==> config.mk <==
export PLATFORM = sky130hd
export DESIGN_NAME = fault_supervisor
export DESIGN_NICKNAME = d
export VERILOG_FILES = /design/src/rtl/fs_pkg.sv /design/src/rtl/fs_qual.sv /design/src/rtl/fs_burst.sv /design/src/rtl/fault_supervisor.sv
export SDC_FILE = /design/constraint.sdc
export NUM_CORES = 1
export LEC_CHECK = 0
export BUFFER_PORTS_ARGS = -buffer_cell sky130_fd_sc_hd__buf_2
export CAP_MARGIN = 20
export CORE_ASPECT_RATIO = 0.5
export CORE_MARGIN = 1.5
export CORE_UTILIZATION = 56
export CTS_CLUSTER_DIAMETER = 30
export DETAILED_ROUTE_END_ITERATION = 12
export PLACE_DENSITY_LB_ADDON = 0.08
export SKIP_CTS_REPAIR_TIMING = 1
export SLEW_MARGIN = 5
export SYNTH_ARGS = -nofsm -noshare
export SYNTH_HDL_FRONTEND = slang
export SYNTH_SLANG_ARGS = --single-unit
==> constraint.sdc <==
create_clock -name clk -period 2.3 [get_ports clk]
set_input_delay 0.46 -clock clk [delete_from_list [all_inputs] [get_ports clk]]
set_output_delay 0.46 -clock clk [all_outputs]
set_load 0.01 [all_outputs]
==> src/rtl/fs_pkg.sv <==
package fs_pkg;

    localparam int unsigned NFAULT = 9;
    localparam int unsigned CODE_W = 4;

    typedef enum logic [2:0] {
        ST_CHECK   = 3'd0,
        ST_RUN     = 3'd1,
        ST_BURST   = 3'd2,
        ST_HOLD    = 3'd3,
        ST_RELEASE = 3'd4
    } fs_state_e;

    // bit i of the hit vector carries fault code i+1
    localparam int unsigned IX_LSOC  = 0;
    localparam int unsigned IX_SEVOC = 1;
    localparam int unsigned IX_OT    = 2;
    localparam int unsigned IX_OV    = 3;
    localparam int unsigned IX_OPEN  = 4;
    localparam int unsigned IX_SHORT = 5;
    localparam int unsigned IX_RANGE = 6;
    localparam int unsigned IX_RT    = 7;
    localparam int unsigned IX_MEM   = 8;

    // lowest set bit wins; result is the pulse count
    function automatic logic [CODE_W-1:0] fs_pick(input logic [NFAULT-1:0] h);
        logic [CODE_W-1:0] r;
        r = '0;
        for (int i = NFAULT - 1; i >= 0; i--) begin
            if (h[i]) r = CODE_W'(i + 1);
        end
        return r;
    endfunction

endpackage

==> src/rtl/fs_qual.sv <==
module fs_qual #(
    parameter int unsigned LIMIT         = 4,
    parameter bit          HOLD_OFF_GATE = 1'b0
) (
    input  logic clk,
    input  logic rst_n,
    input  logic clr,
    input  logic gate,
    input  logic flag,
    output logic hit
);
    localparam int unsigned CW = $clog2(LIMIT + 1);
    localparam logic [CW-1:0] LAST = CW'(LIMIT - 1);

    logic [CW-1:0] cnt_d, cnt_q;

    always_comb begin
        cnt_d = cnt_q;
        if (clr) begin
            cnt_d = '0;
        end else if (!gate) begin
            if (!HOLD_OFF_GATE) cnt_d = '0;
        end else if (flag) begin
            if (cnt_q != LAST) cnt_d = cnt_q + 1'b1;
        end else begin
            cnt_d = '0;
        end
    end

    assign hit = !clr && gate && flag && (cnt_q == LAST);

    always_ff @(posedge clk or negedge rst_n) begin
        if (!rst_n) cnt_q <= '0;
        else        cnt_q <= cnt_d;
    end

endmodule

==> src/rtl/fs_burst.sv <==
module fs_burst
    import fs_pkg::*;
#(
    parameter int unsigned PULSE_CYC = 4,
    parameter int unsigned GAP_CYC   = 4
) (
    input  logic              clk,
    input  logic              rst_n,
    input  logic              load,
    input  logic [CODE_W-1:0] code,
    output logic              pd,
    output logic              busy
);
    localparam int unsigned LONGEST = (PULSE_CYC > GAP_CYC) ? PULSE_CYC : GAP_CYC;
    localparam int unsigned CW = $clog2(LONGEST + 1);
    localparam logic [CW-1:0] P_LAST = CW'(PULSE_CYC - 1);
    localparam logic [CW-1:0] G_LAST = CW'(GAP_CYC - 1);

    typedef struct packed {
        logic              busy;
        logic              on;
        logic [CW-1:0]     cnt;
        logic [CODE_W-1:0] left;
    } burst_t;

    burst_t b_d, b_q;

    always_comb begin
        b_d = b_q;
        if (load) begin
            b_d.busy = (code != '0);
            b_d.on   = 1'b1;
            b_d.cnt  = '0;
            b_d.left = code;
        end else if (b_q.busy) begin
            if (b_q.on) begin
                if (b_q.cnt == P_LAST) begin
                    b_d.on  = 1'b0;
                    b_d.cnt = '0;
                end else begin
                    b_d.cnt = b_q.cnt + 1'b1;
                end
            end else begin
                if (b_q.cnt == G_LAST) begin
                    b_d.cnt = '0;
                    b_d.on  = 1'b1;
                    if (b_q.left <= CODE_W'(1)) b_d.busy = 1'b0;
                    else                        b_d.left = b_q.left - 1'b1;
                end else begin
                    b_d.cnt = b_q.cnt + 1'b1;
                end
            end
        end
    end

    assign pd   = b_q.busy && b_q.on;
    assign busy = b_q.busy;

    always_ff @(posedge clk or negedge rst_n) begin
        if (!rst_n) b_q <= '0;
        else        b_q <= b_d;
    end

endmodule

==> src/rtl/fault_supervisor.sv <==
module fault_supervisor
    import fs_pkg::*;
#(
    parameter int unsigned LSOC_CYC  = 420000,
    parameter int unsigned SEVOC_CYC = 21,
    parameter int unsigned OV_CYC    = 261,
    parameter int unsigned CHECK_CYC = 200,
    parameter int unsigned PULSE_CYC = 1000000,
    parameter int unsigned GAP_CYC   = 1000000,
    parameter int unsigned RETRY_CYC = 20000000
) (
    input  logic clk,
    input  logic rst_n,
    input  logic ls_on,
    input  logic ls_oc_flag,
    input  logic ls_oc_off,
    input  logic sev_oc_flag,
    input  logic ot_flag,
    input  logic ov_flag,
    input  logic cfg_open_flag,
    input  logic cfg_short_flag,
    input  logic cfg_range_flag,
    input  logic rt_short_flag,
    input  logic mem_chk_done,
    input  logic mem_chk_fail,
    input  logic prog_busy,
    input  logic prog_done,
    input  logic pin_sense,
    output logic sw_enable,
    output logic pull_down,
    output logic low_power
);
    localparam int unsigned NQ    = 3;
    localparam int unsigned CHK_W = $clog2(CHECK_CYC + 1);
    localparam int unsigned RET_W = $clog2(RETRY_CYC + 1);
    localparam logic [CHK_W-1:0] CHK_LAST = CHK_W'(CHECK_CYC - 1);
    localparam logic [RET_W-1:0] RET_LAST = RET_W'(RETRY_CYC - 1);
    localparam int unsigned QLIM [NQ] = '{LSOC_CYC, SEVOC_CYC, OV_CYC};

    typedef struct packed {
        fs_state_e         state;
        logic [CHK_W-1:0]  chk;
        logic [RET_W-1:0]  ret;
        logic              mem_done;
        logic              mem_fail;
    } sup_t;

    sup_t s_d, s_q;

    logic              qual_on;
    logic [NQ-1:0]     q_flag, q_gate, q_clr, q_hit;
    logic [NFAULT-1:0] raw, hit;
    logic              load;
    logic [CODE_W-1:0] code_d;
    logic              burst_pd, burst_busy;

    assign qual_on = (s_q.state == ST_CHECK) || (s_q.state == ST_RUN);

    assign q_flag = {ov_flag, sev_oc_flag, ls_oc_flag};
    assign q_gate = {1'b1, 1'b1, ls_on};
    assign q_clr  = {!qual_on, !qual_on, !qual_on || ls_oc_off};

    // index 0 keeps its count outside its gate window
    for (genvar g = 0; g < NQ; g++) begin : g_qual
        fs_qual #(
            .LIMIT         (QLIM[g]),
            .HOLD_OFF_GATE (g == 0)
        ) u_qual (
            .clk   (clk),
            .rst_n (rst_n),
            .clr   (q_clr[g]),
            .gate  (q_gate[g]),
            .flag  (q_flag[g]),
            .hit   (q_hit[g])
        );
    end

    always_comb begin
        raw           = '0;
        raw[IX_LSOC]  = q_hit[0];
        raw[IX_SEVOC] = q_hit[1];
        raw[IX_OT]    = ot_flag;
        raw[IX_OV]    = q_hit[2];
        raw[IX_OPEN]  = cfg_open_flag && prog_done;
        raw[IX_SHORT] = cfg_short_flag;
        raw[IX_RANGE] = cfg_range_flag && prog_busy;
        raw[IX_RT]    = rt_short_flag;
        if (!qual_on) begin
            hit = '0;
        end else if (s_q.mem_fail) begin
            hit         = '0;
            hit[IX_MEM] = 1'b1;
        end else begin
            hit = raw;
        end
    end

    always_comb begin
        s_d    = s_q;
        load   = 1'b0;
        code_d = fs_pick(hit);
        if (mem_chk_done) begin
            s_d.mem_done = 1'b1;
            if (mem_chk_fail) s_d.mem_fail = 1'b1;
        end
        unique case (s_q.state)
            ST_CHECK: begin
                if (s_q.chk != CHK_LAST) s_d.chk = s_q.chk + 1'b1;
                if (|hit) begin
                    load = 1'b1;
                end else if ((s_q.chk == CHK_LAST) && s_q.mem_done && !s_q.mem_fail
                             && prog_done && pin_sense) begin
                    s_d.state = ST_RUN;
                end
            end
            ST_RUN: begin
                if (|hit) load = 1'b1;
            end
            ST_BURST: begin
                if (s_q.ret != RET_LAST) s_d.ret = s_q.ret + 1'b1;
                if (!burst_busy) s_d.state = ST_HOLD;
            end
            ST_HOLD: begin
                if (s_q.ret != RET_LAST) s_d.ret = s_q.ret + 1'b1;
                else                     s_d.state = ST_RELEASE;
            end
            ST_RELEASE: begin
                if (pin_sense) begin
                    s_d.state = ST_CHECK;
                    s_d.chk   = '0;
                end
            end
            default: s_d.state = ST_CHECK;
        endcase
        if (load) begin
            s_d.state = ST_BURST;
            s_d.ret   = '0;
        end
    end

    fs_burst #(
        .PULSE_CYC (PULSE_CYC),
        .GAP_CYC   (GAP_CYC)
    ) u_burst (
        .clk   (clk),
        .rst_n (rst_n),
        .load  (load),
        .code  (code_d),
        .pd    (burst_pd),
        .busy  (burst_busy)
    );

    assign sw_enable = (s_q.state == ST_RUN);
    assign pull_down = ((s_q.state == ST_BURST) && burst_pd) || (s_q.state == ST_HOLD);
    assign low_power = (s_q.state == ST_HOLD) || (s_q.state == ST_RELEASE);

    always_ff @(posedge clk or negedge rst_n) begin
        if (!rst_n) begin
            s_q       <= '0;
            s_q.state <= ST_CHECK;
        end else begin
            s_q <= s_d;
        end
    end

endmodule

==> flow_summary_export.csv, run 1 <==
group,metric,value,unit
cts,cts_sinks,97,
finish,final_common_cell,"dfrtp_1",
setup_path,criticalPathCategory,"reg -> reg",
timing,drv_slew,0,
synth,synth_flop_cell,"dfrtp_1",
routing,wl_per_cell,15.5,um
timing,setup_violations,0,
floorplan,die_w,144,um
synth,synth_edf_count,0,
synth,synthTopCellsByArea,"dfrtp_1 43%, a21oi_1 5.1%, nor2_1 4.1%",
pwr,p_int,2.85,mW
cts,htreeDepth,3,
timing,finalCritPeriodShare,0.961,
routing,drt-initial-drc-count,242,
synth,synth-seq-area-share,0.434,
timing,fin_skew,0.00747,ns
synth,yosys_warnings,0,
synth,async_flop_share,1.00,
cts,clockBufferDepth,2,
finish,nNetsFinal,710,
floorplan,io_pins,20,
setup_path,cp.arrival,2.43,ns
cts,cts_tree,"yes",
timing,worstMarginPinSlew,0.723,ns
setup_path,ff2ff_path_depth,5,
finish,drive_gt1_frac,0.158,
setup_path,timing.critical_path.buf_inv,0,
routing,wirelength,12800,um
synth,synth.top_cell.area_share,0.434,
finish,area.growth.synth_to_final,16.0,%
pwr,combPwrFrac,0.151,
global_routing,grt_pass1_vias,4585,
timing,hold_viol_final,0,
cts,clk_pin_slew,0.07,ns
pwr,ir_worst_vdd,0.000363,V
synth,synth_area,5590,sq um
hold_path,hold_path.class,"in -> async",
global_routing,antenna_found_initial,0,
floorplan,die_area,10600,sq um
routing,drc,0,
status,status,"finished, final reports clean",
synth,avgSynthCellArea,8.81,sq um
routing,via_per_inst,6.12,
finish,fillers,801,
setup_path,cp_slowest_cell,"or4_1",
synth,synth_compound_area_frac,0.167,
finish,antenna_cells,0,
global_routing,grtUsageTotal,0.261,
place,dpl.hpwl,8960,um
synth,synth-simple-area-share,0.287,
setup_path,cpMostUsedCell,"or4_1",
timing,min_period,2.21,ns
finish,fin_cells,823,
setup_path,reg2reg_setup_slack,0.09,ns
setup_path,path_max_fanout,4,
synth,synth_top_family_by_area,"simple AND/OR/NAND/NOR gates",
cts,cts_buffers,9,
pwr,leakage,2.53,nW
timing,holdWs,0.0837,ns
pwr,netSwitchingFraction,0.290,
job,drv_cap,0,
pwr,power,4.01,mW
place,gp_congestion,0.854,
timing,fmax,452,MHz
cts,worstSkewPairLatency,0.35,ns
setup_path,critPathTopFamily,"simple AND/OR/NAND/NOR gates",
global_routing,grt_pass1_wl,21700,um
pwr,power.share.clock,0.349,
cts,root_buffer,"clkbuf_16",
synth,yosys.area_share.adder,0.0224,
routing,dr.pass1.iters,5,
setup_path,crit_path_end_kind,"register",
synth,synthMuxAreaShare,0.0168,
finish,layout_common_cells,"96 x dfrtp_1, 61 x nor2_1, 57 x a21oi_1",
floorplan,row_count,25,
global_routing,grt_start_max_net_pins,37,
global_routing,grt.overflow.total,0,
synth,netlist_instances,635,
floorplan,coreArea,9570,sq um
floorplan,die-height,73.7,um
floorplan,initial_utilization,0.584,
setup_path,slowest_delay,0.56,ns
timing,setup_tns,0,ns
synth,synthXorXnorAreaFrac,0.0360,
pwr,switching_power,1.16,mW
synth,yosysTopAreaCell,"dfrtp_1",
synth,ys_ff_latch,97,
synth,yosysUniqueCellTypes,64,
place,dpl.cell_count,805,
setup_path,startpoint_type,"register",
synth,syn-num-nets,662,
timing,relSlewSlack,0.513,
place,port_buffers,19,
setup_path,critical_path_depth,5,
pwr,p_per_area,618,nW/um^2
setup_path,required,2.52,ns
routing,vias,5038,
setup_path,worstPathCellList,"or4_1 -> or4_1 -> or3_4 -> o311ai_0 -> a21oi_1",
pwr,seq_power_share,0.501,
routing,ant_nets,0,
==> worst register-to-register path, stage by stage, from the launching register on <==
cell      delay, ns
dfrtp_1        0.41
or4_1          0.56
or4_1          0.52
or3_4          0.37
o311ai_0       0.11
a21oi_1        0.11
==> worst paths after layout <==
path | from | to
worst max-delay path | u_burst.b_q[14] | u_burst.b_q[23]
worst min-delay path | rst_n | g_qual[0].u_qual.cnt_q[4]
worst max register to register | u_burst.b_q[14] | u_burst.b_q[23]
worst min register to register | s_q[1] | s_q[1]
max in group asynchronous | rst_n | u_burst.b_q[21]
min in group clk | mem_chk_fail | s_q[0]
==> cell families (layout without fill, tap and decap cells) <==
family	Yosys count	count (layout)
DFF	97	97
xor gates and xnor gates	23	23
adders and majority gates	10	10
muxes	9	9
buffers and inverters	51	104
and+or+nand+nor	294	294
AOI/OAI and AO/OA	151	151
==> sequential cells by signal (all words and copies together), names as in the netlist <==
register             count
g_qual.u_qual.cnt_q     33
s_q                     38
u_burst.b_q             25
u_burst.busy             1
==> power by group through the flow <==
stage | sequential [mW] | clock (mW) | combinational (mW)
floorplan | 1.99 | 0 | 0.411
global placement | 2.03 | 0 | 0.581
detailed placement | 2.04 | 0 | 0.596
CTS | 2.01 | 1.43 | 0.597
global route | 2.04 | 1.51 | 0.694
finish | 2.01 | 1.40 | 0.604
==> Yosys cell counts (6+ instances only) <==
master,number
buf_2,7
nor2_1,61
inv_1,22
xnor2_1,9
o31ai_1,22
ha_1,10
or3_1,19
dfrtp_1,97
xor2_1,14
nand4_1,18
clkbuf_1,19
a21oi_1,57
nand3_1,42
or4_1,27
nor4b_1,6
o21ai_0,32
nand2_1,56
nor4_1,8
nor3_1,11
mux2i_1,6
==> through the flow <==
step                       util  area [sq um]  worst slack [ns]
after floorplan               -          5590            0.0150
after global placement    0.641          6140            0.0664
after detailed placement  0.641          6140           -0.0747
after CTS                 0.670          6410           -0.0845
after global routing      0.678          6490           -0.0175
final                     0.678          6490            0.0888
==> final cells by class <==
cell class / count / area, sq um / area share
sequential: 97 / 2430 / 0.374
clock buffer: 10 / 229 / 0.0353
tap: 135 / 169 / 0.0260
clock inverter: 6 / 43.8 / 0.00675
inverter: 22 / 82.6 / 0.0127
multi-input combinational: 487 / 3020 / 0.466
timing repair buffer: 66 / 513 / 0.0790
==> layer usage <==
metal,up-vias,global-route usage,part of all wire
met5,-,0,0
met4,0,0.0673,0.0096
met3,14,0.0574,0.043
met2,98,0.427,0.47
met1,2458,0.356,0.48
li1,2468,-,-
No activity file was read; power rests on OpenSTA's default activity.
==> inputs of run 2 (changes only) <==
Settings changed: ABC_AREA from default to 1, CORE_UTILIZATION 56 to 57.
==> run 2 against run 1 <==
  * Combinational power grew to 3.1 times the previous value
  * Worst hold slack lost 0.0081 ns
  * Count of clock-buffer cells in the layout grew 1
  * Largest power group unchanged
==> flow_summary_export.csv, run 2 <==
group,metric,value,unit
status,status,"finished, final reports clean",
setup_path,critPathTopFamily,"simple AND/OR/NAND/NOR gates",
synth,syn-num-nets,911,
global_routing,grt.overflow.total,0,
synth,synth-simple-area-share,0.385,
timing,worstMarginPinSlew,0.535,ns
synth,synthXorXnorAreaFrac,0.0356,
cts,root_buffer,"clkbuf_16",
floorplan,die_area,11400,sq um
place,port_buffers,19,
timing,fin_ws,0.233,ns
timing,setup_tns,0,ns
synth,synthTopCellsByCount,"210 x nand2_1, 141 x nor2_1, 98 x nand3_1, 97 x dfrtp_1, 97 x inv_1",
synth,synthTopCellsByArea,"dfrtp_1 40%, nand2_1 13%, nor2_1 8.6%",
finish,multiInputGateArea,3240,sq um
global_routing,grt_pass1_wl,24600,um
synth,netlist_instances,884,
finish,final_common_cell,"nand2_1",
routing,ant_nets,0,
synth,synth_edf_count,0,
place,pre_cts_ws,0.218,ns
timing,min_period,2.07,ns
routing,wl_per_cell,13.3,um
floorplan,initial_utilization,0.594,
synth,synth.top_cell.area_share,0.395,
cts,clockBufferDepth,2,
synth,async_flop_share,1.00,
synth,yosys_warnings,0,
cts,cts_sinks,97,
pwr,ir_worst_vdd,0.000391,V
timing,drv_slew,0,
synth,yosysMostFrequentCell,"nand2_1",
timing,hold_viol_final,0,
synth,synth_top_family_by_area,"simple AND/OR/NAND/NOR gates",
finish,antenna_cells,0,
setup_path,startpoint_type,"register",
setup_path,crit_path_end_kind,"register",
finish,drive_gt1_frac,0.0880,
synth,synth_compound_area_frac,0.0866,
setup_path,timing.critical_path.buf_inv,5,
timing,fmax,484,MHz
setup_path,worstPathCellList,"inv_1 -> ha_1 -> nand2_1 -> inv_1 -> nand3_1 -> inv_1 -> nand2_1 -> nor2_1 -> inv_1 -> nand2_1 -> nor2_4 -> buf_4 -> o21ai_1 -> nand2_1 -> nand2_1",
hold_path,hold_path.class,"in -> async",
routing,drt-initial-drc-count,309,
synth,yosys.area_share.adder,0.0204,
finish,largest_register,"s_q",
setup_path,criticalPathCategory,"reg -> reg",
floorplan,die-height,76.4,um
place,dpl.hpwl,10300,um
synth,synth_flop_cell,"dfrtp_1",
finish,area.growth.synth_to_final,9.92,%
setup_path,required,2.59,ns
finish,ff_latch_area,2430,sq um
routing,via_per_inst,5.44,
synth,avgSynthCellArea,6.95,sq um
global_routing,grt_pass1_vias,5423,
finish,fillers,906,
setup_path,path_max_fanout,11,
timing,finalCritPeriodShare,0.899,
routing,wirelength,14100,um
finish,layout_common_cells,"210 x nand2_1, 140 x nor2_1, 98 x nand3_1",
global_routing,grt_start_max_net_pins,36,
pwr,p_per_area,811,nW/um^2
timing,setup_violations,0,
floorplan,coreArea,10300,sq um
setup_path,slowest_delay,0.41,ns
cts,htreeDepth,3,
routing,vias,5771,
synth,yosysTopAreaCell,"dfrtp_1",
timing,relSlewSlack,0.641,
pwr,leakage,3.13,nW
finish,reg_top3,"s_q (38), g_qual.u_qual.cnt_q (33), u_burst.b_q (25)",
place,gp_congestion,0.877,
floorplan,row_count,26,
job,drv_cap,0,
routing,drc,0,
floorplan,die_w,150,um
setup_path,cp_slowest_cell,"dfrtp_1",
global_routing,grtUsageTotal,0.264,
synth,synth_area,6140,sq um
cts,cts_buffers,9,
global_routing,antenna_found_initial,0,
setup_path,cp.arrival,2.35,ns
finish,largest_reg_flops,38,
synth,yosysUniqueCellTypes,42,
setup_path,cpMostUsedCell,"nand2_1",
synth,synthMuxAreaShare,0,
timing,rsz0062_at_grt,"false",
synth,ys_ff_latch,97,
cts,clk_pin_slew,0.07,ns
routing,dr.pass1.iters,5,
cts,cts_tree,"yes",
floorplan,io_pins,20,
finish,nNetsFinal,942,
synth,synth-seq-area-share,0.395,
timing,fin_skew,0.00454,ns
cts,worstSkewPairLatency,0.34,ns
[run 2: layout make-up]
type | count | share of cell area
multi-input cells | 668 | 0.480
well taps | 140 | 0.0259
flip-flops and latches | 97 | 0.359
repair buffers | 38 | 0.0361
inverters | 101 | 0.0561
clock buffers | 11 | 0.0374
clock inverters | 5 | 0.00445
[run 2: path summary, 6_finish.rpt]
path,startpoint,endpoint,slack (ns),cells past startpoint
worst max-delay path,g_qual[1].u_qual.cnt_q[0],s_q[23],0.23,15
worst min-delay path,rst_n,s_q[29],0.08,1
worst max register to register,g_qual[1].u_qual.cnt_q[0],s_q[23],0.23,15
worst min register to register,s_q[1],s_q[1],0.48,1
max in group asynchronous,rst_n,g_qual[0].u_qual.cnt_q[6],1.63,2
min in group clk,mem_chk_fail,s_q[0],0.31,3
[run 2: power breakdown]
part           switching (mW)  total [mW]  leakage (nW)  internal (mW)
Clock                   0.658        1.45         0.137          0.787
Combinational            1.22        1.85          1.70          0.630
Sequential              0.243        2.18          1.30           1.93
[run 2: logic make-up (layout without fill, tap and decap cells)]
group,count (synthesis),after routing
flip-flops,97,97
adder cells (fa/ha/maj),10,10
XOR/XNOR,25,25
AO/OA/AOI/OAI,97,97
buffers and inverters,119,155
AND/OR/NAND/NOR,536,536
[run 2: stage by stage]
| step | cell area (sq um) | instances | hold WS [ns] | util | total power, mW |
|---|---|---|---|---|---|
| floorplan | 6140 | 884 | 0.164 | - | 3.56 |
| global placement | 6460 | 1044 | 0.454 | 0.625 | 3.97 |
| detailed placement | 6460 | 1044 | 0.459 | 0.625 | 4.04 |
| CTS | 6750 | 1060 | 0.0862 | 0.652 | 5.49 |
| global route | 6750 | 1060 | 0.106 | 0.653 | 5.90 |
| finish | 6750 | 1060 | 0.0756 | 0.653 | 5.48 |
[run 2: metal layers]
layer	GRT usage	vias to the layer above	share of wire
met3	0.0503	14	0.046
met5	0	-	0
met4	0.0588	0	0.0086
met2	0.428	144	0.45
met1	0.367	2666	0.50
li1	-	2947	-
